**config.mk**
```make
export PLATFORM = sky130hd
export DESIGN_NAME = gpx_expander
export DESIGN_NICKNAME = d
export VERILOG_FILES = /design/src/rtl/gpx_pkg.sv /design/src/rtl/gpx_sync.sv /design/src/rtl/gpx_ctrl.sv /design/src/rtl/gpx_regs.sv /design/src/rtl/gpx_expander.sv
export SDC_FILE = /design/constraint.sdc
export NUM_CORES = 1
export LEC_CHECK = 0
export ABC_AREA = 1
export BUFFER_PORTS_ARGS = -buffer_cell sky130_fd_sc_hd__buf_2
export CORE_ASPECT_RATIO = 1.2
export CORE_MARGIN = 3
export CORE_UTILIZATION = 30
export CTS_BUF_LIST = sky130_fd_sc_hd__clkbuf_4 sky130_fd_sc_hd__clkbuf_8
export DETAILED_ROUTE_END_ITERATION = 7
export GPL_TIMING_DRIVEN = 0
export MAX_ROUTING_LAYER = met4
export REMOVE_ABC_BUFFERS = 1
export SYNTH_ARGS = -nofsm -noshare
export SYNTH_HDL_FRONTEND = slang
export SYNTH_HIERARCHICAL = 1
export SYNTH_SLANG_ARGS = --single-unit
```
**constraint.sdc**
```tcl
create_clock -name clk -period 1.79 [get_ports clk]
set_input_delay 0.0895 -clock clk [delete_from_list [all_inputs] [get_ports clk]]
set_output_delay 0.0895 -clock clk [all_outputs]
set_load 0.02 [all_outputs]
```
**src/rtl/gpx_pkg.sv**
```systemverilog
package gpx_pkg;
  localparam int BYTE_W  = 8;
  localparam int ADDR_W  = 7;
  localparam int STRAP_W = 3;
  localparam int HI_W    = ADDR_W - STRAP_W;
  localparam int CNT_W   = $clog2(BYTE_W + 1);

  typedef enum logic [1:0] {
    SEL_INPUT    = 2'd0,
    SEL_OUTPUT   = 2'd1,
    SEL_POLARITY = 2'd2,
    SEL_CONFIG   = 2'd3
  } regSel_e;

  typedef struct packed {
    logic              wrEn;
    regSel_e           wrSel;
    logic [BYTE_W-1:0] wrData;
    logic              rdSnap;
    regSel_e           rdSel;
  } ctrlStrobe_t;

  typedef enum logic [2:0] {
    ST_IDLE, ST_RX, ST_RXACK, ST_TX, ST_TXACK
  } busState_e;

  typedef enum logic [1:0] {
    BK_ADDR, BK_CMD, BK_DATA
  } byteKind_e;
endpackage

```
**src/rtl/gpx_sync.sv**
```systemverilog
module gpx_sync #(
  parameter int WIDTH = 1,
  parameter int STAGES = 2,
  parameter logic [WIDTH-1:0] RST_VAL = '0
) (
  input  logic             clk,
  input  logic             rst_n,
  input  logic [WIDTH-1:0] din,
  output logic [WIDTH-1:0] dout
);
  generate
    if (STAGES <= 1) begin : g_single
      logic [WIDTH-1:0] flop;
      always_ff @(posedge clk or negedge rst_n) begin
        if (!rst_n) flop <= RST_VAL;
        else        flop <= din;
      end
      assign dout = flop;
    end else begin : g_chain
      logic [STAGES-1:0][WIDTH-1:0] chain;
      always_ff @(posedge clk or negedge rst_n) begin
        if (!rst_n) chain <= {STAGES{RST_VAL}};
        else        chain <= {chain[STAGES-2:0], din};
      end
      assign dout = chain[STAGES-1];
    end
  endgenerate
endmodule

```
**src/rtl/gpx_ctrl.sv**
```systemverilog
module gpx_ctrl
  import gpx_pkg::*;
#(
  parameter logic [HI_W-1:0] ADDR_HI = 4'b0100,
  parameter int SYNC_STAGES = 2
) (
  input  logic               clk,
  input  logic               rst_n,
  input  logic               sclIn,
  input  logic               sdaIn,
  input  logic [STRAP_W-1:0] addrStrap,
  input  logic [BYTE_W-1:0]  rdData,
  output logic               sdaLow,
  output ctrlStrobe_t        strobe,
  output logic               sclLevel,
  output logic               busIdle
);
  logic [1:0] busLevel;
  logic sclS, sdaS, sclPrev, sdaPrev;
  logic sclRise, sclFall, startDet, stopDet;

  gpx_sync #(.WIDTH(2), .STAGES(SYNC_STAGES), .RST_VAL(2'b11)) u_busSync (
    .clk(clk), .rst_n(rst_n), .din({sclIn, sdaIn}), .dout(busLevel)
  );
  assign sclS = busLevel[1];
  assign sdaS = busLevel[0];

  always_ff @(posedge clk or negedge rst_n) begin
    if (!rst_n) begin
      sclPrev <= 1'b1;
      sdaPrev <= 1'b1;
    end else begin
      sclPrev <= sclS;
      sdaPrev <= sdaS;
    end
  end

  assign sclRise  = sclS & ~sclPrev;
  assign sclFall  = ~sclS & sclPrev;
  assign startDet = sclS & sclPrev & sdaPrev & ~sdaS;
  assign stopDet  = sclS & sclPrev & ~sdaPrev & sdaS;

  busState_e          state;
  byteKind_e          kind;
  logic [CNT_W-1:0]   bitCnt;
  logic [BYTE_W-1:0]  rxShift, txShift;
  logic [STRAP_W-1:0] strapLat;
  regSel_e            ptr;
  logic               isRead, masterAck, sdaLowQ;
  logic               wrEnQ, rdSnapQ;
  regSel_e            wrSelQ;
  logic [BYTE_W-1:0]  wrDataQ;
  logic               addrMatch, byteFull;

  assign addrMatch = (rxShift[BYTE_W-1:1] == {ADDR_HI, strapLat});
  assign byteFull  = (bitCnt == CNT_W'(BYTE_W));

  always_ff @(posedge clk or negedge rst_n) begin
    if (!rst_n) begin
      state     <= ST_IDLE;
      kind      <= BK_ADDR;
      bitCnt    <= '0;
      rxShift   <= '0;
      txShift   <= '0;
      strapLat  <= '0;
      ptr       <= SEL_INPUT;
      isRead    <= 1'b0;
      masterAck <= 1'b0;
      sdaLowQ   <= 1'b0;
      wrEnQ     <= 1'b0;
      wrSelQ    <= SEL_INPUT;
      wrDataQ   <= '0;
      rdSnapQ   <= 1'b0;
    end else begin
      wrEnQ   <= 1'b0;
      rdSnapQ <= 1'b0;
      if (startDet) begin
        state    <= ST_RX;
        kind     <= BK_ADDR;
        bitCnt   <= '0;
        sdaLowQ  <= 1'b0;
        strapLat <= addrStrap;
      end else if (stopDet) begin
        state   <= ST_IDLE;
        sdaLowQ <= 1'b0;
      end else begin
        unique case (state)
          ST_IDLE: ;
          ST_RX: begin
            if (sclRise && !byteFull) begin
              rxShift <= {rxShift[BYTE_W-2:0], sdaS};
              bitCnt  <= bitCnt + 1'b1;
            end else if (sclFall && byteFull) begin
              unique case (kind)
                BK_ADDR: begin
                  if (addrMatch) begin
                    sdaLowQ <= 1'b1;
                    isRead  <= rxShift[0];
                    state   <= ST_RXACK;
                  end else begin
                    state <= ST_IDLE;
                  end
                end
                BK_CMD: begin
                  ptr     <= regSel_e'(rxShift[1:0]);
                  sdaLowQ <= 1'b1;
                  state   <= ST_RXACK;
                end
                default: begin
                  wrEnQ   <= 1'b1;
                  wrSelQ  <= ptr;
                  wrDataQ <= rxShift;
                  sdaLowQ <= 1'b1;
                  state   <= ST_RXACK;
                end
              endcase
            end
          end
          ST_RXACK: begin
            if (sclFall) begin
              bitCnt <= '0;
              if (kind == BK_ADDR && isRead) begin
                txShift <= rdData;
                sdaLowQ <= ~rdData[BYTE_W-1];
                rdSnapQ <= (ptr == SEL_INPUT);
                state   <= ST_TX;
              end else begin
                sdaLowQ <= 1'b0;
                state   <= ST_RX;
                kind    <= (kind == BK_ADDR) ? BK_CMD : BK_DATA;
              end
            end
          end
          ST_TX: begin
            if (sclRise) begin
              bitCnt <= bitCnt + 1'b1;
            end else if (sclFall) begin
              if (byteFull) begin
                sdaLowQ <= 1'b0;
                state   <= ST_TXACK;
              end else begin
                txShift <= {txShift[BYTE_W-2:0], 1'b0};
                sdaLowQ <= ~txShift[BYTE_W-2];
              end
            end
          end
          ST_TXACK: begin
            if (sclRise) begin
              masterAck <= ~sdaS;
            end else if (sclFall) begin
              if (masterAck) begin
                bitCnt  <= '0;
                txShift <= rdData;
                sdaLowQ <= ~rdData[BYTE_W-1];
                rdSnapQ <= (ptr == SEL_INPUT);
                state   <= ST_TX;
              end else begin
                state <= ST_IDLE;
              end
            end
          end
          default: state <= ST_IDLE;
        endcase
      end
    end
  end

  always_comb begin
    strobe.wrEn   = wrEnQ;
    strobe.wrSel  = wrSelQ;
    strobe.wrData = wrDataQ;
    strobe.rdSnap = rdSnapQ;
    strobe.rdSel  = ptr;
  end

  assign sdaLow   = sdaLowQ;
  assign sclLevel = sclS;
  assign busIdle  = (state == ST_IDLE);
endmodule

```
**src/rtl/gpx_regs.sv**
```systemverilog
module gpx_regs
  import gpx_pkg::*;
#(
  parameter int SYNC_STAGES = 2,
  parameter logic [BYTE_W-1:0] OUT_RST  = 8'hFF,
  parameter logic [BYTE_W-1:0] POL_RST  = 8'h00,
  parameter logic [BYTE_W-1:0] CFG_RST  = 8'hFF,
  parameter logic [BYTE_W-1:0] SNAP_RST = 8'hFF
) (
  input  logic              clk,
  input  logic              rst_n,
  input  ctrlStrobe_t       strobe,
  input  logic [BYTE_W-1:0] portIn,
  output logic [BYTE_W-1:0] portOut,
  output logic [BYTE_W-1:0] portOe,
  output logic              intN,
  output logic [BYTE_W-1:0] rdData,
  output logic [BYTE_W-1:0] pinLevel
);
  logic [BYTE_W-1:0] pinSync, outReg, polReg, cfgReg, snapReg, diffMask;

  gpx_sync #(.WIDTH(BYTE_W), .STAGES(SYNC_STAGES), .RST_VAL({BYTE_W{1'b1}})) u_pinSync (
    .clk(clk), .rst_n(rst_n), .din(portIn), .dout(pinSync)
  );

  always_ff @(posedge clk or negedge rst_n) begin
    if (!rst_n) begin
      outReg <= OUT_RST;
      polReg <= POL_RST;
      cfgReg <= CFG_RST;
    end else if (strobe.wrEn) begin
      unique case (strobe.wrSel)
        SEL_OUTPUT:   outReg <= strobe.wrData;
        SEL_POLARITY: polReg <= strobe.wrData;
        SEL_CONFIG:   cfgReg <= strobe.wrData;
        default: ;
      endcase
    end
  end

  always_ff @(posedge clk or negedge rst_n) begin
    if (!rst_n)             snapReg <= SNAP_RST;
    else if (strobe.rdSnap) snapReg <= pinSync;
  end

  always_comb begin
    unique case (strobe.rdSel)
      SEL_INPUT:    rdData = pinSync ^ polReg;
      SEL_OUTPUT:   rdData = outReg;
      SEL_POLARITY: rdData = polReg;
      default:      rdData = cfgReg;
    endcase
  end

  generate
    for (genvar i = 0; i < BYTE_W; i++) begin : g_pin
      assign portOe[i]   = ~cfgReg[i];
      assign portOut[i]  = outReg[i];
      assign diffMask[i] = (pinSync[i] ^ snapReg[i]) & cfgReg[i];
    end
  endgenerate

  assign intN     = ~|diffMask;
  assign pinLevel = pinSync;
endmodule

```
**src/rtl/gpx_expander.sv**
```systemverilog
module gpx_expander
  import gpx_pkg::*;
#(
  parameter logic [HI_W-1:0] ADDR_HI = 4'b0100,
  parameter int SYNC_STAGES = 2
) (
  input  logic               clk,
  input  logic               rst_n,
  input  logic               sclIn,
  input  logic               sdaIn,
  output logic               sdaLow,
  input  logic [STRAP_W-1:0] addrStrap,
  input  logic [BYTE_W-1:0]  portIn,
  output logic [BYTE_W-1:0]  portOut,
  output logic [BYTE_W-1:0]  portOe,
  output logic               intN
);
  ctrlStrobe_t       strobe;
  logic [BYTE_W-1:0] rdData, pinLevel;
  logic              sclLevel, busIdle;

  gpx_ctrl #(.ADDR_HI(ADDR_HI), .SYNC_STAGES(SYNC_STAGES)) u_ctrl (
    .clk(clk), .rst_n(rst_n), .sclIn(sclIn), .sdaIn(sdaIn),
    .addrStrap(addrStrap), .rdData(rdData), .sdaLow(sdaLow),
    .strobe(strobe), .sclLevel(sclLevel), .busIdle(busIdle)
  );

  gpx_regs #(.SYNC_STAGES(SYNC_STAGES)) u_regs (
    .clk(clk), .rst_n(rst_n), .strobe(strobe), .portIn(portIn),
    .portOut(portOut), .portOe(portOe), .intN(intN),
    .rdData(rdData), .pinLevel(pinLevel)
  );
endmodule

```
==> flow_metrics.tcl <==
set metrics [dict create \
    synth-compound-area-share 0.1072 \
    tritoncts_num_sinks 98 \
    antenna_found_initial 0 \
    gp_congestion 0.8258 \
    clock_latency_ns 0.38 \
    fin_crit_sh 0.9824 \
    drv_slew 0 \
    p_total_uw 5177 \
    regToRegSetupSlack_ns 0.03 \
    setup_viol 0 \
    yosysSeqAreaShare 0.5260 \
    first_global_vias 3466 \
    synth_xor_area_frac 0.003671 \
    r2r_end "u_ctrl/state[0]$_DFFE_PN0P_" \
    synth.mux.area_fraction 0.02202 \
    critPathMaxFanout 6 \
    arrival_ns 2.02 \
    die_w_um 121.1 \
    cts-buffers-inserted 9 \
    cts_tree "built" \
    viasPerCell 4.545 \
    synth_cell_types 35 \
    num_antenna_cells 0 \
    clock_path_buffers 2 \
    r2r-start "u_ctrl/u_busSync/dout[1]$_DFF_PN1_" \
    initial_core_util 0.3126 \
    synth_top_family_by_area "simple AND/OR/NAND/NOR gates" \
    drtPass1Iterations 4 \
    power_density_nw_per_um2 922.4 \
    max_slew_margin 0.6740 \
    final_core_util 0.3677 \
    ys_ff_latch 98 \
    worstSetupPathType "flop to flop" \
    worst_pin_slew_ns 0.4891 \
    postSynthAreaPerCell_um2 8.552 \
    layout_common_cells "nand2_1, inv_1, dfrtp_1" \
    fill_cells 1565 \
    io_buffers 32 \
    ios 33 \
    setup_tns_ns 0 \
    wire_per_inst_um 12.93 \
    cp-end-kind "flop" \
    hold_viol 0 \
    dp_hpwl_um 7176 \
    drc 0 \
    grt_max_degree 68 \
    first_iter_violations 299 \
    die_y_um 144.2 \
    num_vias 3713 \
    dieArea_um2 17460 \
    fin_crit_ns 1.758 \
    startpoint_type "flop" \
    ir_drop_v 0.0003587 \
    cap_violations 0 \
    cts_htree_levels 3 \
    gr-total-overflow 0 \
    worst_r2r_path_depth 7 \
    async_flop_share 1.000 \
    clk_pin_slew_ns 0.10 \
    status "finished, final reports clean" \
    required_ns 2.05 \
    cts_root_buffer "clkbuf_8" \
    ant_nets 0 \
    layout_commonest_cell "nand2_1" \
    skew_ns 0.01819 \
    synthFlopType "dfrtp_1" \
    grt_pass1_wl_um 16880 \
    fmax_mhz 568.7 \
    drive_gt1_frac 0.2969 \
    leakage_uw 0.002503 \
    gr-usage-all-layers 0.1269 \
    final_nets 625 \
    area_growth_pct 17.62 \
    coreArea_um2 15270 \
    synthAdderAreaFrac 0.005244 \
    synth_area_um2 4772 \
    min_path_type "input port to async pin" \
    syn_inst 558 \
    synth_edf_count 0 \
    rows 49 \
    yosys.area_share.simple 0.2420 \
    drt-total-wl_um 10560 \
    synth_warnings 6 \
]
[worst max path at each step]
| stage | from | end | slack [ns] | cells past startpoint |
|---|---|---|---|---|
| 2_1_floorplan | u_ctrl/state[2]$_DFFE_PN0P_ | u_ctrl/txShift[0]$_DFFE_PN0P_ | 0.04 | 7 |
| 6_report | u_ctrl/u_busSync/dout[1]$_DFF_PN1_ | u_ctrl/state[0]$_DFFE_PN0P_ | 0.03 | 7 |
| 4_1_cts | u_ctrl/state[2]$_DFFE_PN0P_ | u_ctrl/txShift[6]$_DFFE_PN0P_ | -0.02 | 7 |
| 3_3_place_gp | rst_n | u_regs/polReg[4]$_DFFE_PN0P_ | -0.33 | 1 |
| 5_1_grt | u_ctrl/u_busSync/dout[1]$_DFF_PN1_ | u_ctrl/state[1]$_DFFE_PN0P_ | -0.05 | 6 |
| 3_5_place_dp | u_ctrl/bitCnt[0]$_DFFE_PN0P_ | u_ctrl/wrDataQ[1]$_DFFE_PN0P_ | -0.36 | 8 |
[metrics by stage]
| step | hold slack, ns | setup slack, ns | area, µm² | std cells |
|---|---|---|---|---|
| finish | 0.1921 | 0.03153 | 5613 | 817 |
| global placement | 0.1941 | -0.3335 | 5010 | 771 |
| global route | 0.2108 | -0.05266 | 5613 | 817 |
| detailed placement | 0.05978 | -0.3580 | 5040 | 772 |
| floorplan | -0.2061 | 0.04108 | 4594 | 535 |
| CTS | 0.1828 | -0.02387 | 5440 | 806 |
[metal layers]
| layer | vias to the layer above | track usage | part of all wire | routed length (µm) |
|---|---|---|---|---|
| met2 | 70 | 0.2023 | 0.48 | 5121 |
| met1 | 1754 | 0.1544 | 0.45 | 4748 |
| li1 | 1874 | - | - | - |
| met4 | 0 | 0.04720 | 0.020 | 208 |
| met5 | - | - | 0 | 0 |
| met3 | 15 | 0.03560 | 0.046 | 482 |
[cells in the mapped netlist, types with 2 or more instances]
cell | number | area, µm²
buf_4 | 13 | 97.59
o21ai_2 | 27 | 236.5
mux2_2 | 4 | 45.04
nand3_1 | 38 | 190.2
ha_1 | 2 | 25.02
inv_2 | 4 | 15.01
nand3_2 | 2 | 20.02
nand2_2 | 2 | 12.51
o2111ai_1 | 3 | 26.28
or2_2 | 5 | 31.28
mux2i_1 | 6 | 60.06
dfstp_2 | 46 | 1209
nand2_1 | 172 | 645.6
o21ai_1 | 5 | 25.02
buf_6 | 5 | 56.30
nor2_1 | 36 | 135.1
nor3_1 | 2 | 10.01
nand4_1 | 8 | 50.05
nor2_2 | 2 | 12.51
buf_2 | 3 | 15.01
dfrtp_1 | 52 | 1301
o21ai_0 | 38 | 190.2
a21oi_1 | 4 | 20.02
inv_1 | 68 | 255.2
[flip-flops by register name (all words and copies together) (netlist names), 7 cells and up]
signal / count
u_ctrl/txShift: 7
u_regs/u_pinSync/dout: 8
u_regs/portOut: 8
u_ctrl/rxShift: 8
u_ctrl/wrDataQ: 8
u_regs/u_pinSync/g_chain.chain: 8
u_regs/snapReg: 8
u_regs/cfgReg: 8
u_regs/polReg: 8
[what timing repair did]
item,CTS,global route
endpoints found under the hold margin,44,0
pin swaps,1,9
setup endpoints to repair,37,30
gates cloned,0,1
hold buffers,14,0
resized for setup,11,25
buffers inserted,4,10
[critical path: stages (launching register included)]
cell and delay, ns:
dfstp_2 0.59, nand4_1 0.25, nand2_2 0.19, inv_1 0.12, o21ai_0 0.14, nand3_2 0.18, nand2_1 0.08, o21ai_0 0.08
[report_power, final]
group	switching (µW)	internal [µW]	leakage (µW)
clock	760	615	0.0000927
combinational	747	459	0.00123
sequential	160	2440	0.00118
[cell type report]
type / count / area [µm²] / area share
Clock buffer: 13 / 166.4 / 0.02965
Clock inverter: 3 / 23.77 / 0.004235
Inverter: 72 / 270.3 / 0.04815
Multi-Input combinational cell: 366 / 1938 / 0.3453
Sequential cell: 98 / 2514 / 0.4478
Tap cell: 204 / 255.2 / 0.04547
Timing Repair Buffer: 61 / 445.4 / 0.07936
[kinds of logic (layout without fill, tap and decap cells)]
family,count (synthesis),in the layout
compound gates,79,79
xor+xnor,2,2
fa+ha+maj,2,2
buf+inv,95,149
flops,98,98
mux,10,10
simple gates,272,273
No activity file was read; power rests on OpenSTA's default activity.
